===== src/rtl/wdt_pkg.sv =====
package wdt_pkg;

  localparam int REG_AW = 3;

  typedef enum logic [REG_AW-1:0] {
    A_CTRL   = 3'd0,
    A_DIV    = 3'd1,
    A_RELOAD = 3'd2,
    A_COUNT  = 3'd3,
    A_MARK   = 3'd4
  } reg_addr_e;

  // bit 0 run, bit 1 timeout irq enable, bit 2 warning enable, bit 3 reset enable
  typedef struct packed {
    logic rst_en;
    logic warn_en;
    logic irq_en;
    logic run;
  } ctrl_t;

  localparam int CTRL_W = $bits(ctrl_t);

endpackage


===== src/rtl/wdog_regfile.sv =====
module wdog_regfile
  import wdt_pkg::*;
#(
  parameter int CNT_W = 32,
  parameter int DIV_W = 10
) (
  input  logic                clk,
  input  logic                rst,
  input  logic                wr_en,
  input  logic                rd_en,
  input  logic [REG_AW-1:0]   addr,
  input  logic [CNT_W-1:0]    wdata,
  input  logic [CNT_W-1:0]    count_i,
  output logic [CNT_W-1:0]    rdata,
  output ctrl_t               ctrl_o,
  output logic [DIV_W-1:0]    div_o,
  output logic [CNT_W-1:0]    mark_o,
  output logic                load_stb,
  output logic [CNT_W-1:0]    load_val,
  output logic                clr_stb
);

  ctrl_t             ctrl_q;
  logic [DIV_W-1:0]  div_q;
  logic [CNT_W-1:0]  reload_q;
  logic [CNT_W-1:0]  mark_q;
  logic [CNT_W-1:0]  rd_next;
  reg_addr_e         sel;

  assign sel = reg_addr_e'(addr);

  always_ff @(posedge clk) begin
    if (rst) begin
      ctrl_q   <= '0;
      div_q    <= '0;
      reload_q <= '0;
      mark_q   <= '0;
    end else if (wr_en) begin
      case (sel)
        A_CTRL:   ctrl_q   <= ctrl_t'(wdata[CTRL_W-1:0]);
        A_DIV:    div_q    <= wdata[DIV_W-1:0];
        A_RELOAD: reload_q <= wdata;
        A_MARK:   mark_q   <= wdata;
        default:  ;
      endcase
    end
  end

  always_comb begin
    case (sel)
      A_CTRL:   rd_next = CNT_W'(ctrl_q);
      A_DIV:    rd_next = CNT_W'(div_q);
      A_RELOAD: rd_next = reload_q;
      A_COUNT:  rd_next = count_i;
      A_MARK:   rd_next = mark_q;
      default:  rd_next = '0;
    endcase
  end

  always_ff @(posedge clk) begin
    if (rst)        rdata <= '0;
    else if (rd_en) rdata <= rd_next;
  end

  assign ctrl_o   = ctrl_q;
  assign div_o    = div_q;
  assign mark_o   = mark_q;
  assign load_stb = wr_en && (sel == A_RELOAD);
  assign load_val = wdata;
  assign clr_stb  = wr_en && (sel == A_CTRL) && !wdata[0];

  // Read data follows the addressed register one cycle later
  assert_rd_reload_R2: assert property (@(posedge clk) disable iff (rst)
    (rd_en && sel == A_RELOAD && !wr_en) |=> rdata == $past(reload_q));

endmodule


===== src/rtl/wdog_prescaler.sv =====
module wdog_prescaler #(
  parameter int DIV_W = 10
) (
  input  logic             clk,
  input  logic             rst,
  input  logic             restart,
  input  logic [DIV_W-1:0] ratio_i,
  input  logic             run,
  output logic             tick
);

  logic [DIV_W-1:0] ratio_q;
  logic [DIV_W-1:0] phase_q;

  always_ff @(posedge clk) begin
    if (rst) begin
      ratio_q <= '0;
      phase_q <= '0;
    end else if (restart) begin
      ratio_q <= ratio_i;
      phase_q <= '0;
    end else if (run) begin
      if (phase_q == ratio_q) phase_q <= '0;
      else                    phase_q <= phase_q + 1'b1;
    end
  end

  assign tick = run && !restart && (phase_q == ratio_q);

  // Ratio captured only on restart
  assert_capture_R4: assert property (@(posedge clk) disable iff (rst)
    restart |=> (phase_q == '0) && (ratio_q == $past(ratio_i)));
  assert_ratio_hold_R4: assert property (@(posedge clk) disable iff (rst)
    !restart |=> $stable(ratio_q));
  // Divider phase frozen when not running
  assert_phase_freeze_R8: assert property (@(posedge clk) disable iff (rst)
    (!run && !restart) |=> $stable(phase_q));

endmodule


===== src/rtl/wdog_countdown.sv =====
module wdog_countdown #(
  parameter int CNT_W = 32
) (
  input  logic             clk,
  input  logic             rst,
  input  logic             load,
  input  logic [CNT_W-1:0] load_val,
  input  logic             clr,
  input  logic             tick,
  output logic [CNT_W-1:0] count_o,
  output logic             expired_o
);

  logic [CNT_W-1:0] count_q;
  logic             exp_q;

  always_ff @(posedge clk) begin
    if (rst) begin
      count_q <= '0;
      exp_q   <= 1'b0;
    end else if (load) begin
      count_q <= load_val;
      exp_q   <= 1'b0;
    end else begin
      if (clr) exp_q <= 1'b0;
      if (tick) begin
        if (count_q == '0) begin
          if (!clr) exp_q <= 1'b1;
        end else begin
          count_q <= count_q - 1'b1;
        end
      end
    end
  end

  assign count_o   = count_q;
  assign expired_o = exp_q;

  assert_load_copy_R2: assert property (@(posedge clk) disable iff (rst)
    load |=> count_q == $past(load_val));
  assert_step_R3: assert property (@(posedge clk) disable iff (rst)
    (tick && !load && count_q != '0) |=> count_q == $past(count_q) - 1'b1);
  assert_hold_zero_R5: assert property (@(posedge clk) disable iff (rst)
    (exp_q && !load) |=> $stable(count_q));
  assert_stay_expired_R5: assert property (@(posedge clk) disable iff (rst)
    (exp_q && !load && !clr) |=> exp_q);

endmodule


===== src/rtl/wdog_alarms.sv =====
module wdog_alarms
  import wdt_pkg::*;
#(
  parameter int CNT_W = 32
) (
  input  logic             clk,
  input  logic             rst,
  input  ctrl_t            ctrl,
  input  logic [CNT_W-1:0] count,
  input  logic [CNT_W-1:0] mark,
  input  logic             expired,
  input  logic             load,
  input  logic             clr,
  output logic             irq_timeout,
  output logic             irq_warn,
  output logic             rst_req
);

  logic flush;
  logic hit;

  assign flush = load || clr;
  assign hit   = ctrl.run && ctrl.warn_en && (count == mark);

  always_ff @(posedge clk) begin
    if (rst || flush) begin
      irq_timeout <= 1'b0;
      irq_warn    <= 1'b0;
      rst_req     <= 1'b0;
    end else begin
      irq_timeout <= expired && ctrl.irq_en;
      rst_req     <= expired && ctrl.rst_en;
      irq_warn    <= irq_warn || hit;
    end
  end

  assert_irq_gate_R6: assert property (@(posedge clk) disable iff (rst)
    !ctrl.irq_en |=> !irq_timeout);
  assert_rst_gate_R6: assert property (@(posedge clk) disable iff (rst)
    !ctrl.rst_en |=> !rst_req);
  assert_warn_gate_R7: assert property (@(posedge clk) disable iff (rst)
    (!ctrl.warn_en && !irq_warn) |=> !irq_warn);
  assert_clear_R10: assert property (@(posedge clk) disable iff (rst)
    flush |=> !irq_timeout && !irq_warn && !rst_req);

endmodule


===== src/rtl/wdog_top.sv =====
module wdog_top
  import wdt_pkg::*;
#(
  parameter int CNT_W = 32,
  parameter int DIV_W = 10
) (
  input  logic                clk,
  input  logic                rst,
  input  logic                reg_wr,
  input  logic                reg_rd,
  input  logic [REG_AW-1:0]   reg_addr,
  input  logic [CNT_W-1:0]    reg_wdata,
  output logic [CNT_W-1:0]    reg_rdata,
  input  logic                dbg_hold,
  output logic                irq_timeout,
  output logic                irq_warn,
  output logic                rst_req
);

  ctrl_t            ctrl;
  logic [DIV_W-1:0] div_ratio;
  logic [CNT_W-1:0] mark;
  logic [CNT_W-1:0] count;
  logic [CNT_W-1:0] load_val;
  logic             load_stb;
  logic             clr_stb;
  logic             expired;
  logic             active;
  logic             tick;

  wdog_regfile #(.CNT_W(CNT_W), .DIV_W(DIV_W)) u_regs (
    .clk      (clk),
    .rst      (rst),
    .wr_en    (reg_wr),
    .rd_en    (reg_rd),
    .addr     (reg_addr),
    .wdata    (reg_wdata),
    .count_i  (count),
    .rdata    (reg_rdata),
    .ctrl_o   (ctrl),
    .div_o    (div_ratio),
    .mark_o   (mark),
    .load_stb (load_stb),
    .load_val (load_val),
    .clr_stb  (clr_stb)
  );

  assign active = ctrl.run && !dbg_hold && !expired;

  wdog_prescaler #(.DIV_W(DIV_W)) u_div (
    .clk     (clk),
    .rst     (rst),
    .restart (load_stb),
    .ratio_i (div_ratio),
    .run     (active),
    .tick    (tick)
  );

  wdog_countdown #(.CNT_W(CNT_W)) u_cnt (
    .clk       (clk),
    .rst       (rst),
    .load      (load_stb),
    .load_val  (load_val),
    .clr       (clr_stb),
    .tick      (tick),
    .count_o   (count),
    .expired_o (expired)
  );

  wdog_alarms #(.CNT_W(CNT_W)) u_alarm (
    .clk         (clk),
    .rst         (rst),
    .ctrl        (ctrl),
    .count       (count),
    .mark        (mark),
    .expired     (expired),
    .load        (load_stb),
    .clr         (clr_stb),
    .irq_timeout (irq_timeout),
    .irq_warn    (irq_warn),
    .rst_req     (rst_req)
  );

  // Debug hold or stopped run bit keeps the count still
  assert_dbg_freeze_R8: assert property (@(posedge clk) disable iff (rst)
    ((dbg_hold || !ctrl.run) && !load_stb) |=> $stable(count));

endmodule


===== config.mk =====
export PLATFORM = sky130hd
export DESIGN_NAME = wdog_top
export DESIGN_NICKNAME = d
export VERILOG_FILES = /design/src/rtl/wdt_pkg.sv /design/src/rtl/wdog_regfile.sv /design/src/rtl/wdog_prescaler.sv /design/src/rtl/wdog_countdown.sv /design/src/rtl/wdog_alarms.sv /design/src/rtl/wdog_top.sv
export SDC_FILE = /design/constraint.sdc
export NUM_CORES = 1
export LEC_CHECK = 0
export BUFFER_PORTS_ARGS = -buffer_cell sky130_fd_sc_hd__buf_2
export CAP_MARGIN = 40
export CORE_AREA = 2 2 222 115
export CTS_BUF_LIST = sky130_fd_sc_hd__clkbuf_4 sky130_fd_sc_hd__clkbuf_8 sky130_fd_sc_hd__clkbuf_16
export CTS_CLUSTER_DIAMETER = 50
export DETAILED_ROUTE_END_ITERATION = 16
export DIE_AREA = 0 0 224 117
export PLACE_DENSITY_LB_ADDON = 0.12
export SETUP_SLACK_MARGIN = 0.4
export SKIP_CTS_REPAIR_TIMING = 1
export SYNTH_ARGS = -nofsm -noshare
export SYNTH_HDL_FRONTEND = slang
export SYNTH_HIERARCHICAL = 1
export SYNTH_SLANG_ARGS = --single-unit

===== constraint.sdc =====
create_clock -name clk -period 4.7 [get_ports clk]
set_input_delay 0.705 -clock clk [delete_from_list [all_inputs] [get_ports clk]]
set_output_delay 0.705 -clock clk [all_outputs]
set_load 0.02 [all_outputs]

==> results_dict.tcl, run 1 <==
set metrics [dict create \
    crit_family "simple AND/OR/NAND/NOR gates" \
    critPathMaxFanout 12 \
    grt_pass1_wl_mm 41.95 \
    antenna_found_initial 0 \
    relSlewSlack 0.4001 \
    die_area_um2 26210 \
    grt_usage 0.2150 \
    rsz0062_at_grt "no" \
    drt-initial-drc-count 640 \
    cp-end-kind "flop" \
    netlist.area_leader.share 0.3965 \
    multiInputGateArea_um2 4424 \
    slew_viol_final 0 \
    cpPeakStageDelay_ns 0.55 \
    p_leak_nw 3.265 \
    ys_ff_latch 166 \
    tritoncts "built" \
    p_int_w 0.002384 \
    finalNetCount 1036 \
    wire_per_inst_um 20.51 \
    synth.net_count 1025 \
    n_antenna_cell 0 \
    yosysUniqueCellTypes 72 \
    synth_seq_area_share 0.3965 \
    drc 0 \
    port_buffers 74 \
    die_w_um 224 \
    rrSetupSlack_ns 1.22 \
    worstPathRequired_ns 5.05 \
    area_delta_synth_final_pct 11.48 \
    setup_tns_ns 0 \
    path_buf_inv 1 \
    status "completed" \
    grt-ovfl-total 0 \
    place.gp.congestion 0.8305 \
    final_period_minus_worst_setup_slack_ns 3.483 \
    dp_hpwl_mm 18.64 \
    setup_viol 0 \
    start_kind "flop" \
    num_io_pins 75 \
    yosysMostFrequentCell "nand2_1" \
    hold_path_class "flop to flop" \
    seq_area_um2 3323 \
    cap_violations 0 \
    antenna_left 0 \
    drt_wl_total_mm 27.24 \
    p_seq_frac 0.450 \
    num_rows 41 \
    syn_inst 983 \
    drive_gt1_frac 0.1759 \
    via_count 7291 \
    netlist_area_um2 8381 \
    p_comb_frac 0.113 \
    grt_pass1_vias 6677 \
    power_switching_w 0.0008867 \
    synthTopCellsByArea "dfxtp_1 40%, nand2_1 8.3%, a21oi_1 4.4%" \
    power_switching_share 0.2711 \
    coreArea_um2 24470 \
    htreeDepth 4 \
    die_h_um 117 \
    netlist_top_cells_count "185 x nand2_1, 166 x dfxtp_1, 74 x a21oi_1" \
    arrival_ns 3.83 \
    cts.sinks 166 \
    synthFlopType "dfxtp_1" \
    critPathSlowestCell "nor3b_2" \
    start_util 0.3425 \
    firstDrtPassIters 5 \
    p_clk_frac 0.437 \
    fin_util 0.3818 \
    fin_crit_sh 0.7411 \
    cts_buffer_depth 2 \
    cp_common_cell "nor4_1" \
    worstSetupPathType "flop to flop" \
    via_per_inst 5.490 \
    yosys.area.top_type "dfxtp_1" \
    async_flop_share 0 \
    worst_slew_pin_slew_ns 0.8931 \
    hold_viol_final 0 \
    ys.warnings.count 6 \
    path_cells "nor3b_2 -> nand4_1 -> nor4_1 -> buf_4 -> nand2_1 -> nor4_1 -> nand3_1 -> or4_1 -> a311oi_1" \
    grt_max_degree 65 \
    clock_latency_ns 0.44 \
    synth_edf_count 0 \
    syn_area_per_cell_um2 8.525 \
    cts-root-buf "clkbuf_16" \
    cts-buffers-inserted 17 \
    n_fill_cell 2514 \
    skew_ns 0.007459 \
    max_clock_freq_ghz 0.2871 \
    cellPowerDensity_nw_per_um2 350.0 \
    irDropWorstVdd_mv 0.2015 \
    clk_pin_slew_ns 0.07 \
]
-- path summary, 6_finish.rpt --
check	startpoint	endpoint	cells after the start
min	u_regs/rdata[31]	u_regs/rdata[31]	2
max reg2reg	u_regs/ctrl_o[0]	u_cnt/count_o[28]	9
max	u_regs/ctrl_o[0]	u_cnt/count_o[28]	9
min reg2reg	u_regs/rdata[31]	u_regs/rdata[31]	2
-- kinds of logic after synthesis --
logic type / share of synthesized area
buf+inv: 0.07823
flops: 0.3965
simple gates: 0.2342
xor+xnor: 0.05524
fa+ha+maj: 0.002985
mux: 0.05285
compound gates: 0.1799
-- power by group through the flow --
stage | registers (W) | logic (W) | clock network, W
6_report | 0.00147 | 0.000369 | 0.00143
5_1_grt | 0.00148 | 0.000401 | 0.00152
4_1_cts | 0.00147 | 0.000364 | 0.00146
3_5_place_dp | 0.00150 | 0.000362 | 0
3_3_place_gp | 0.00150 | 0.000354 | 0
2_1_floorplan | 0.00149 | 0.000257 | 0
-- final cells by class --
class | count | area share
multi-input combinational | 703 | 0.4735
timing repair buffer | 95 | 0.06080
inverter | 11 | 0.004419
clock buffer | 22 | 0.05156
sequential | 166 | 0.3557
clock inverter | 9 | 0.01085
tap | 322 | 0.04312
-- placed cells by master, fill, tap and decap left out, types with 4 or more instances in the layout --
cell type	n
a222oi_1	6
nand2_1	185
buf_4	18
a21o_1	11
buf_2	74
xor2_1	13
nand4b_1	5
or4_1	14
a311oi_1	16
nand2b_1	4
o21ai_1	18
nand4_1	16
clkbuf_16	17
o21ai_0	24
a31oi_1	13
nor3_1	8
mux2i_1	15
o31ai_1	7
nand3b_1	20
or3_1	14
mux2_2	26
o211ai_1	6
dfxtp_1	166
clkinv_2	5
nor2_1	55
a22oi_1	32
and3_1	4
xnor2_1	38
a21oi_1	74
nor4_1	14
inv_1	9
nand3_1	10
-- routing by layer --
metal / global-route usage / wire length (um) / up-vias
met2: 0.2644 / 9505 / 193
met4: 0.05689 / 269 / 0
met5: 0 / 0 / -
met1: 0.3609 / 15870 / 3559
li1: - / - / 3521
met3: 0.03719 / 1592 / 18
-- flip-flops by register name, indices dropped and copies added (netlist names) --
register             cells
u_regs/ctrl_o            4
u_div/ratio_q           10
u_div/phase_q           10
u_regs/mark_o           32
u_regs/reload_q         32
u_regs/div_o            10
u_alarm/rst_req          1
u_cnt/count_o           32
u_alarm/irq_timeout      1
u_regs/rdata            32
u_alarm/irq_warn         1
u_cnt/expired_o          1
-- per-stage QoR --
step	hold WS [ns]	area, um^2	total power [W]	std cells	worst slack [ns]
final	0.4462	9343	0.003270	1328	1.217
after global routing	0.4683	9343	0.003400	1328	0.9128
after CTS	0.4518	9343	0.003298	1328	1.302
after detailed placement	0.4366	8760	0.001865	1297	0.9974
after global placement	0.4308	8685	0.001856	1292	1.085
after floorplan	0.4338	8381	0.001750	983	1.280
-- worst reg2reg max path: stages (launching register included) --
cell and delay [ns]:
dfxtp_1 0.45, nor3b_2 0.56, nand4_1 0.28, nor4_1 0.30, buf_4 0.24, nand2_1 0.13, nor4_1 0.52, nand3_1 0.24
or4_1 0.43, a311oi_1 0.26
Note: power is estimated with default switching activity, not from simulation.
==> inputs of run 2 (changes only) <==
clock period = 3.6 ns   (was 4.7 ns; I/O delays follow)
==> run 2 against run 1 <==
Against the previous run:
- non-clock buffer count up 7
- via count up 0.74%
- maximum frequency up 17%
- sequential share of layout area down 0.15 points
- clock skew about the same
- combinational power up 35%
- register-to-register slack worse by 0.59 ns
- clock power up 31%
- final area up 0.43%
- setup slack worse by 0.59 ns
- first-iteration DRC count up 19%
- power up 31%
- critical path type unchanged
==> results_dict.tcl, run 2 (same netlist as run 1, synthesis figures left out) <==
set metrics [dict create \
    antenna_found_initial 0 \
    hp-start "reg_wdata[17]" \
    setup_viol 0 \
    finalNetCount 1043 \
    dpl-instance-area_um2 8777 \
    p_int_w 0.003078 \
    critPathMaxFanout 14 \
    cp-end-kind "flop" \
    setup_tns_ns 0 \
    arrival_ns 3.34 \
    final_cell_mix "185 x nand2_1, 166 x dfxtp_1, 74 x a21oi_1, 73 x buf_2, 55 x nor2_1" \
    reg2reg_to "u_cnt/count_o[25]" \
    cts-root-buf "clkbuf_16" \
    stdcell_area_um2 9383 \
    place.gp.congestion 0.8399 \
    grt_pass1_vias 6560 \
    p_seq_frac 0.447 \
    antenna_left 0 \
    worstPathRequired_ns 3.97 \
    fin_crit_sh 0.8256 \
    drive_gt1_frac 0.1824 \
    p_leak_nw 3.279 \
    cts.sinks 166 \
    cts-buffers-inserted 17 \
    clock_latency_ns 0.45 \
    via_count 7345 \
    tritoncts "built" \
    hold_path_class "input port to flop" \
    worstSetupPathType "flop to flop" \
    slew_viol_final 0 \
    fin_util 0.3834 \
    irDropWorstVdd_mv 0.3223 \
    num_io_pins 75 \
    hold_viol_final 0 \
    num_rows 41 \
    p_comb_frac 0.116 \
    cap_violations 0 \
    max_clock_freq_ghz 0.3365 \
    drt-initial-drc-count 762 \
    start_util 0.3425 \
    rsz0062_at_grt "no" \
    clk_pin_slew_ns 0.07 \
    skew_ns 0.007458 \
    grt_util_met2 0.2588 \
    dp_hpwl_mm 18.49 \
    firstDrtPassIters 5 \
    power_w 0.004294 \
    die_w_um 224 \
    use_met1 0.3534 \
    relSlewSlack 0.4137 \
    wire_per_inst_um 20.27 \
    r2r-start "u_cnt/count_o[8]" \
    coreArea_um2 24470 \
    r2r_cells 6 \
    n_antenna_cell 0 \
    cellPowerDensity_nw_per_um2 457.6 \
    use_met3 0.04643 \
    rrSetupSlack_ns 0.63 \
    grt_max_degree 75 \
    drt_wl_total_mm 27.08 \
    grt-busiest-layer "met1" \
    p_clk_frac 0.437 \
    cts_buffer_depth 2 \
    grt_usage 0.2135 \
    worst_slew_pin_slew_ns 0.8794 \
    min_to "u_regs/reload_q[17]" \
    final_common_cell "nand2_1" \
    area_delta_synth_final_pct 11.96 \
    hold_depth 3 \
    power_switching_share 0.2831 \
    htreeDepth 4 \
    start_kind "flop" \
    die_area_um2 26210 \
    drc 0 \
    status "completed" \
    via_per_inst 5.498 \
    port_buffers 74 \
    final_period_minus_worst_setup_slack_ns 2.972 \
    whs_ns 0.3470 \
    power_switching_w 0.001216 \
    die_h_um 117 \
    grt-ovfl-total 0 \
    grt_pass1_wl_mm 41.40 \
]
-- run 2: changes by cell type in the layout (fill, tap and decap cells not counted), moves of 2 or more --
cell	previous run	this run
clkinvlp_4	1	4
clkinv_2	5	3
clkbuf_8	3	1
buf_4	18	28
inv_6	0	3
clkbuf_4	2	0
-- run 2: per-stage QoR --
stage	std cells	worst slack, ns
floorplan	983	0.4163
global placement	1302	0.4072
detailed placement	1304	0.4268
CTS	1336	0.4865
global route	1336	0.4601
finish	1336	0.6279
-- run 2: cell type report --
class | instances | area (um^2)
clock buffer | 18 | 439.2
clock inverter | 14 | 148.9
fill | 2501 | 15090
inverter | 11 | 41.29
multi-input combinational | 703 | 4437
sequential | 166 | 3323
tap | 322 | 402.9
timing repair buffer | 102 | 590.6
-- run 2: power groups by stage --
stage / clock [W] / sequential, W / combinational [W]
2_1_floorplan: 0 / 0.00195 / 0.000335
3_3_place_gp: 0 / 0.00196 / 0.000484
3_5_place_dp: 0 / 0.00196 / 0.000484
4_1_cts: 0.00192 / 0.00192 / 0.000486
5_1_grt: 0.00200 / 0.00193 / 0.000540
6_report: 0.00188 / 0.00192 / 0.000497
-- run 2: worst max-delay path, cell delays in order, from the launching register on --
cell      delay [ns]
dfxtp_1         0.39
or4_1           0.68
or3_1           0.47
buf_4           0.23
or4_4           0.65
a31o_1          0.25
a311oi_2        0.21
-- run 2: how the worst max path moves through the flow --
stage                                    to               from
after global placement    u_cnt/count_o[19]  u_cnt/count_o[17]
after detailed placement  u_cnt/count_o[28]           dbg_hold
after global routing      u_cnt/count_o[21]   u_regs/ctrl_o[0]
final                     u_cnt/count_o[25]   u_cnt/count_o[8]
after floorplan           u_cnt/count_o[10]        reg_addr[0]
after CTS                 u_cnt/count_o[21]  u_cnt/count_o[17]
-- run 2: layer usage --
metal	wire, um	share of wire
met5	0	0
met4	286	0.011
met3	1772	0.065
met2	9518	0.35
met1	15500	0.57
